$ cat src/rtl/crf_pkg.sv
package crf_pkg;

    localparam int CR_FIELDS = 8;
    localparam int FIELD_W   = 4;
    localparam int CR_W      = CR_FIELDS * FIELD_W;
    localparam int BI_W      = $clog2(CR_W);
    localparam int FSEL_W    = $clog2(CR_FIELDS);

    // nibble bit positions, most significant first
    localparam int POS_LT = 3;
    localparam int POS_GT = 2;
    localparam int POS_EQ = 1;
    localparam int POS_SO = 0;

    // fields with dedicated update ports
    localparam int ARITH_FIELD = 0;
    localparam int VEC_FIELD   = 6;

    typedef logic [FIELD_W-1:0] crf_nib_t;

    typedef enum logic [2:0] {
        SRC_HOLD,
        SRC_BIT,
        SRC_FIELD,
        SRC_VEC,
        SRC_ARITH
    } crf_src_e;

endpackage

$ cat src/rtl/crf_arith_flags.sv
module crf_arith_flags
    import crf_pkg::*;
#(
    parameter int RES_W    = 64,
    parameter int NARROW_W = 32
) (
    input  logic [RES_W-1:0] result,
    input  logic             wide,
    input  logic             so_in,
    output crf_nib_t         flags
);

    logic neg;
    logic zero;

    always_comb begin
        if (wide) begin
            neg  = result[RES_W-1];
            zero = (result == '0);
        end else begin
            neg  = result[NARROW_W-1];
            zero = (result[NARROW_W-1:0] == '0);
        end
        flags         = '0;
        flags[POS_LT] = neg;
        flags[POS_GT] = !neg && !zero;
        flags[POS_EQ] = zero;
        flags[POS_SO] = so_in;
    end

endmodule

$ cat src/rtl/crf_vec_flags.sv
module crf_vec_flags
    import crf_pkg::*;
#(
    parameter int VEC_W  = 128,
    parameter int LANE_W = 32
) (
    input  logic [VEC_W-1:0] vec,
    input  logic             ones_test,
    output crf_nib_t         flags
);

    localparam int LANES = VEC_W / LANE_W;

    logic [LANES-1:0] lane_ones;
    logic [LANES-1:0] lane_zero;

    for (genvar g = 0; g < LANES; g++) begin : g_lane
        assign lane_ones[g] = &vec[g*LANE_W +: LANE_W];
        assign lane_zero[g] = ~|vec[g*LANE_W +: LANE_W];
    end

    always_comb begin
        flags         = '0;
        flags[POS_LT] = ones_test && (&lane_ones);
        flags[POS_EQ] = &lane_zero;
    end

endmodule

$ cat src/rtl/crf_bit_read.sv
module crf_bit_read
    import crf_pkg::*;
#(
    parameter int RD_W = 32
) (
    input  logic [CR_W-1:0] cr,
    input  logic [BI_W-1:0] idx,
    output logic [RD_W-1:0] data
);

    // index 0 addresses the most significant register bit
    logic [CR_W-1:0] rev;

    for (genvar g = 0; g < CR_W; g++) begin : g_rev
        assign rev[g] = cr[CR_W-1-g];
    end

    always_comb begin
        data    = '0;
        data[0] = rev[idx];
    end

endmodule

$ cat src/rtl/crf_unit.sv
module crf_unit
    import crf_pkg::*;
#(
    parameter int RD_W     = 32,
    parameter int ARITH_W  = 64,
    parameter int NARROW_W = 32,
    parameter int VEC_W    = 128,
    parameter int LANE_W   = 32
) (
    input  logic                clk,
    input  logic                rst_n,
    input  logic [BI_W-1:0]     bit_rd_idx,
    output logic [RD_W-1:0]     bit_rd_data,
    input  logic                bit_wr_en,
    input  logic [BI_W-1:0]     bit_wr_idx,
    input  logic [RD_W-1:0]     bit_wr_data,
    input  logic [FSEL_W-1:0]   fld_rd_sel,
    output logic [FIELD_W-1:0]  fld_rd_data,
    input  logic                fld_wr_en,
    input  logic [FSEL_W-1:0]   fld_wr_sel,
    input  logic [FIELD_W-1:0]  fld_wr_data,
    input  logic                arith_upd_en,
    input  logic                arith_wide,
    input  logic [ARITH_W-1:0]  arith_result,
    input  logic                so_flag,
    input  logic                vec_upd_en,
    input  logic                vec_ones_test,
    input  logic [VEC_W-1:0]    vec_result,
    output logic [CR_W-1:0]     cr_value
);

    localparam int POS_W = $clog2(FIELD_W);

    logic [CR_FIELDS-1:0][FIELD_W-1:0] cr_q;
    logic [CR_FIELDS-1:0][FIELD_W-1:0] cr_d;

    crf_nib_t arith_nib;
    crf_nib_t vec_nib;

    crf_arith_flags #(
        .RES_W    (ARITH_W),
        .NARROW_W (NARROW_W)
    ) u_arith (
        .result (arith_result),
        .wide   (arith_wide),
        .so_in  (so_flag),
        .flags  (arith_nib)
    );

    crf_vec_flags #(
        .VEC_W  (VEC_W),
        .LANE_W (LANE_W)
    ) u_vec (
        .vec       (vec_result),
        .ones_test (vec_ones_test),
        .flags     (vec_nib)
    );

    crf_bit_read #(
        .RD_W (RD_W)
    ) u_rd (
        .cr   (cr_q),
        .idx  (bit_rd_idx),
        .data (bit_rd_data)
    );

    logic [FSEL_W-1:0] bit_fld;
    logic [POS_W-1:0]  bit_pos;

    assign bit_fld = bit_wr_idx[BI_W-1:POS_W];
    assign bit_pos = ~bit_wr_idx[POS_W-1:0];

    // packed element CR_FIELDS-1 holds field 0 (most significant nibble)
    for (genvar f = 0; f < CR_FIELDS; f++) begin : g_fld
        localparam int SLOT = CR_FIELDS - 1 - f;
        crf_src_e src;
        crf_nib_t merged;

        always_comb begin
            merged          = cr_q[SLOT];
            merged[bit_pos] = bit_wr_data[0];
        end

        always_comb begin
            src = SRC_HOLD;
            if (arith_upd_en && (f == ARITH_FIELD))
                src = SRC_ARITH;
            else if (vec_upd_en && (f == VEC_FIELD))
                src = SRC_VEC;
            else if (fld_wr_en && (fld_wr_sel == FSEL_W'(f)))
                src = SRC_FIELD;
            else if (bit_wr_en && (bit_fld == FSEL_W'(f)))
                src = SRC_BIT;
        end

        always_comb begin
            unique case (src)
                SRC_ARITH: cr_d[SLOT] = arith_nib;
                SRC_VEC:   cr_d[SLOT] = vec_nib;
                SRC_FIELD: cr_d[SLOT] = fld_wr_data;
                SRC_BIT:   cr_d[SLOT] = merged;
                default:   cr_d[SLOT] = cr_q[SLOT];
            endcase
        end
    end

    always_ff @(posedge clk or negedge rst_n) begin
        if (!rst_n)
            cr_q <= '0;
        else
            cr_q <= cr_d;
    end

    assign fld_rd_data = cr_q[FSEL_W'(CR_FIELDS-1) - fld_rd_sel];
    assign cr_value    = cr_q;

endmodule

$ cat config.mk
export PLATFORM = sky130hd
export DESIGN_NAME = crf_unit
export DESIGN_NICKNAME = d
export VERILOG_FILES = /design/src/rtl/crf_pkg.sv /design/src/rtl/crf_arith_flags.sv /design/src/rtl/crf_vec_flags.sv /design/src/rtl/crf_bit_read.sv /design/src/rtl/crf_unit.sv
export SDC_FILE = /design/constraint.sdc
export NUM_CORES = 1
export LEC_CHECK = 0
export ABC_AREA = 0
export BUFFER_PORTS_ARGS = -buffer_cell sky130_fd_sc_hd__buf_2
export CAP_MARGIN = 20
export CELL_PAD_IN_SITES_DETAIL_PLACEMENT = 1
export CELL_PAD_IN_SITES_GLOBAL_PLACEMENT = 1
export CORE_AREA = 2 2 125 127
export DETAILED_ROUTE_END_ITERATION = 8
export DIE_AREA = 0 0 127 129
export MAX_ROUTING_LAYER = met4
export PLACE_DENSITY = 0.86
export SYNTH_ARGS = -nofsm -noshare
export SYNTH_HDL_FRONTEND = slang
export SYNTH_SLANG_ARGS = --single-unit
$ cat constraint.sdc
create_clock -name clk -period 2.1 [get_ports clk]
set_input_delay 0.21 -clock clk [delete_from_list [all_inputs] [get_ports clk]]
set_output_delay 0.21 -clock clk [all_outputs]
set_load 0.005 [all_outputs]
# [Word level (Yosys, flattened, before mapping)]
# Cells that the tools add are included.
[op_classes] bitwise=1 add_sub_neg=1 mux=42 reduce_logical=43 n_lt_le_gt_ge=4 eq_ne=46
[ops] cell="one-hot mux 4 bit (4 select lines)" n=8
[ops] cell="AND reduction 128 bit" n=1
[ops] cell="OR reduction 32 bit" n=4
[ops] cell="logical NOT 64 bit" n=1
[ops] cell="equality test 3 x 2 -> 1 bit (second input constant)" n=20
[ops] cell="equality test 3 bit (second input constant)" n=16
[ops] cell="bitwise mux 4 bit" n=8
[ops] cell="logical NOT 32 bit" n=1
[ops] cell="nonzero test 4 bit" n=8
[ops] cell="equality test 3 x 1 -> 1 bit (second input constant)" n=10
[ops] cell="logical AND 1 bit" n=19
[ops] cell="2-to-1 mux 2 bit" n=8
[ops] cell="binary-select mux 4 bit (select 3 bit)" n=1
[ops] cell="2-to-1 mux 1 bit" n=12
[ops] cell="logical NOT 1 bit" n=6
[ops] cell="logical NOT 3 bit" n=2
[ops] cell="< comparator 5 x 6 -> 1 bit (second input constant)" n=1
[ops] cell="2-to-1 mux 3 bit" n=2
[ops] cell="binary-select mux 1 bit (select 5 bit)" n=1
[ops] cell="< comparator 3 x 4 -> 1 bit (second input constant)" n=1
[ops] cell="2-to-1 mux 4 bit" n=1
[ops] cell="AND reduction 4 bit" n=1
[ops] cell="< comparator 2 x 3 -> 1 bit (second input constant)" n=1
[ops] cell="subtractor 3 bit (first input constant)" n=1
[ops] cell="3 further kinds" n=3
[word_totals] output_inout_bits=68 in_bits=253 elab_cells=145 regBits=32

# [Logic depth before layout (Yosys ltp)]
[logic_depth] word_depth=7 ltp_mapped=10 depth_no_buf=9

# [Modules after synthesis]
# Synthesis repeated with hierarchy kept, for this count alone.
[hier_totals] hier_cells=429 hier_area_um2=3504.6
[modules_own_cells] mod="crf_unit" area_per_inst_um2=2190.9 seq_area_each_um2=800.8 cells_each=238 instances=1
[modules_own_cells] mod="crf_vec_flags" area_per_inst_um2=566.8 seq_area_each_um2=0.0 cells_each=90 instances=1
[modules_own_cells] mod="crf_bit_read" area_per_inst_um2=561.8 seq_area_each_um2=0.0 cells_each=73 instances=1
[modules_own_cells] mod="crf_arith_flags" area_per_inst_um2=185.2 seq_area_each_um2=0.0 cells_each=28 instances=1

# [Worst setup path before layout]
# OpenSTA, ideal clock, no wires.
[synth_timing] path_type="input-to-reg" from="input port fld_wr_sel[2]" to="register cr_q (netlist bit cr_value[5])" path_stages=9 setup_time_ns=0.083 required_time_ns=2.017 path_slack_ns=0.128 arrival_ns=1.890 path_buffers=1 path_cell_list="clkbuf_1 -> nand4b_1 -> a41oi_1 -> ha_1 -> nor4b_1 -> nand4_1 -> nor4_1 -> nand4_1 -> o21ai_0"
[synth_via] elab_chain_len=6 word_cells_on_any_way=10 cone_classes="eq/ne (5); mux (3); reduce/logical (2)"
[synth_lines] item="start, declared" line="crf_unit.sv:20" source="input logic [FSEL_W-1:0] fld_wr_sel,"
[synth_lines] item="equality test 3 bit *" line="crf_unit.sv:90" source="else if (fld_wr_en && (fld_wr_sel == FSEL_W'(f)))"
[synth_lines] item="logical AND 1 bit *" line="crf_unit.sv:90"
[synth_lines] item="2-to-1 mux 2 bit *" line="crf_unit.sv:90"
[synth_lines] item="2-to-1 mux 2 bit *" line="crf_unit.sv:88" source="else if (vec_upd_en && (f == VEC_FIELD))"
[synth_lines] item="equality test 3 x 1 -> 1 bit (tied with other cells)" line="crf_unit.sv:97" source="unique case (src)"
[synth_lines] item="one-hot mux 4 bit (4 select lines) or nonzero test 4 bit (tied branches)"
[synth_lines] item="end signal, assigned" line="crf_unit.sv:111" source="cr_q <= cr_d;"
[synth_lines] item="end, declared" line="crf_unit.sv:34" source="logic [CR_FIELDS-1:0][FIELD_W-1:0] cr_q;"
# Mark *: on every way between the ends. The rest lies on a longest branch, timed or not.
# A chain may end at the register's enable or synchronous reset.

# [Worst setup path in the final report]
[layout_timing] from="register cr_q (netlist bit cr_value[0])" to="output port bit_rd_data[0]"
[layout_via] elab_chain_len=2
[layout_lines] item="binary-select mux 1 bit (select 5 bit)" line="crf_bit_read.sv:20" source="data[0] = rev[idx];"
[layout_lines] item="2-to-1 mux 1 bit (implied by the code)" line="crf_bit_read.sv:20"
[layout_lines] item="end, declared" line="crf_unit.sv:13" source="output logic [RD_W-1:0] bit_rd_data,"
# No other way between the ends. The select of a mux whose other input is x is not followed.

==> flow_metrics.env <==
export IMPL_cts_buffers=5
export IMPL_max_cap_violations=0
export IMPL_largest_register_ffs=32
export IMPL_total_leakage_power_nw=2.46
export IMPL_slew_headroom=0.487
export IMPL_crit_path_end_kind="output port"
export IMPL_finalSetupViolCount=1
export IMPL_rsz0062_at_grt="true"
export IMPL_synth_edf_count=0
export IMPL_synth_top_area_cell="dfrtp_1"
export IMPL_async_reset_ff_frac=1.00
export IMPL_synth_top_area_share=0.238
export IMPL_io_pins=321
export IMPL_path_class="reg2out"
export IMPL_finalCritPeriodShare=1.10
export IMPL_synth_area_leaders="dfrtp_1, mux4_2, nor4_1"
export IMPL_cts_buffer_depth=2
export IMPL_hp_class="in2async"
export IMPL_critPathMaxFanout=2
export IMPL_dp_hpwl_um=15700
export IMPL_synthToLayoutAreaGrowth_pct=55.0
export IMPL_grt_max_degree=33
export IMPL_start_kind="flip-flop"
export IMPL_required_ns=1.89
export IMPL_violations="DRC, setup timing"
export IMPL_dr_pass1_iters=6
export IMPL_die_h_um=129
export IMPL_h_tree_depth=2
export IMPL_fin_skew_ns=0
export IMPL_synth_seq_cells=32
export IMPL_path_clk_slew_ns=0.05
export IMPL_num_nets_final=942
export IMPL_vias=4564
export IMPL_grt_overflow=0
export IMPL_vdd_drop_max_mv=0.282
export IMPL_slew_violations=0
export IMPL_die_width_um=127
export IMPL_tightest_slew_ns=0.770
export IMPL_dpl_cell_area_um2=5030
export IMPL_synth_most_common_cell="nor4_1"
export IMPL_rows=45
export IMPL_route_detailed_drc=2
export IMPL_yosysSeqAreaShare=0.238
export IMPL_min_period_ns=2.31
export IMPL_start_util=0.225
export IMPL_grt_pass1_vias=4950
export IMPL_clock_sinks=32
export IMPL_arrival_ns=2.10
export IMPL_synth_flop_cell="dfrtp_1"
export IMPL_status="finished with violations"
export IMPL_core_um2=15000
export IMPL_worst_slack_ns=-0.215
export IMPL_postRouteWirelength_um=18300
export IMPL_via_per_inst=5.20
export IMPL_wl_per_cell_um=20.9
export IMPL_ys_types=42
export IMPL_hold_viol_final=0
export IMPL_clock_latency_ns=0.28
export IMPL_synth_common_cells="nor4_1, nand4_1, nand2_1, dfrtp_1, buf_4"
export IMPL_detailedPlace_worstSlack_ns=-0.192
export IMPL_io_buffers=258
export IMPL_gp_congestion=0.876
export IMPL_ant_nets=0
export IMPL_fin_hold_ws_ns=0.0108
export IMPL_syn_avg_cell_area_um2=8.57
export IMPL_stdcell_count=878
export IMPL_cts_hold_buf=0
export IMPL_grt_total_usage=0.223
export IMPL_grt_antenna_before_repair=2
export IMPL_grt_pass1_wl_um=26900
export IMPL_synthCells=393
export IMPL_drive_above_1_share=0.500
export IMPL_root_buffer="clkbuf_16"
export IMPL_synthesis_area_um2=3370
export IMPL_power_density_nw_per_um2=524
export IMPL_synth_warnings=0
export IMPL_design_die_area_um2=16400
export IMPL_fmax_ghz=0.432
export IMPL_drtIter0Drc=246
export IMPL_stdcell_area_um2=5220
export IMPL_dp_cells=864
export IMPL_cts_tree="done"
-- cell usage in the layout, fill, tap and decap left out, types with 13 or more instances in the layout --
master,netlist,final
mux4_2,18,18
mux2i_1,24,24
o21ai_0,17,17
nor2_1,29,29
buf_4,31,48
nand4_1,47,47
dfrtp_1,32,32
nor4_1,56,56
nand2_1,38,38
conb_1,1,31
a21oi_1,13,13
buf_2,3,257
-- path summary, 6_finish.rpt --
path,start,to,slack (ns),depth (start not counted)
max,cr_value[0],bit_rd_data[0],-0.21,4
max reg2reg,cr_value[7],cr_value[7],0.47,6
max in group asynchronous,rst_n,cr_value[28],1.60,1
min,rst_n,cr_value[15],0.01,1
min in group clk,vec_result[105],cr_value[5],0.30,4
min reg2reg,cr_value[28],cr_value[28],0.63,2
-- metal layers --
layer	track usage	vias up	share of wire	wire, µm
li1	-	2096	-	-
met1	0.232	2180	0.36	6550
met2	0.421	242	0.52	9600
met3	0.0399	46	0.083	1520
met4	0.0802	0	0.036	655
met5	-	-	0	0
-- worst max-delay path, stage by stage (launching register included) --
cell,delay (ns)
dfrtp_1,0.39
mux4_2,0.52
mux4_2,0.51
mux2_4,0.29
buf_6,0.12
-- logic make-up (layout without fill, tap and decap cells) --
kind of cell    Yosys count  after routing  synth area share
compound gates           48             48            0.0903
simple gates            206            206             0.346
mux                      50             50             0.219
flops                    32             32             0.238
buf+inv                  53            316            0.0951
other cells               1             35           0.00111
fa+ha+maj                 3              3            0.0111
-- per-stage QoR --
step	total power, W	util	TNS [ns]
5_1_grt	0.00287	0.348	-0.220
3_5_place_dp	0.00202	0.336	-0.295
2_1_floorplan	0.00131	-	0
6_report	0.00273	0.348	-0.215
4_1_cts	0.00272	0.346	-0.166
3_3_place_gp	0.00197	0.336	-0.157
-- area by class of cell --
class,instances,area (µm²)
sequential,32,801
fill,1886,9760
inverter,3,11.3
clock inverter,1,5.00
antenna,4,10.0
clock buffer,6,129
tap,188,235
timing repair buffer,306,1660
multi-input combinational,338,2370
-- repair_timing --
action | in CTS | in global routing
endpoints found under the setup margin | 1 | 2
pin swaps | 0 | 0
resized for setup | 2 | 1
setup buffers | 1 | 2
-- where the power goes --
group	total, W	switching (W)	internal [W]	leakage (nW)
combinational	0.00123	0.000578	0.000650	2.00
sequential	0.000821	0.0000886	0.000732	0.388
clock	0.000683	0.000253	0.000430	0.0667
total	0.00273	0.000920	0.00181	2.46
No activity file was read; power rests on OpenSTA's default activity.
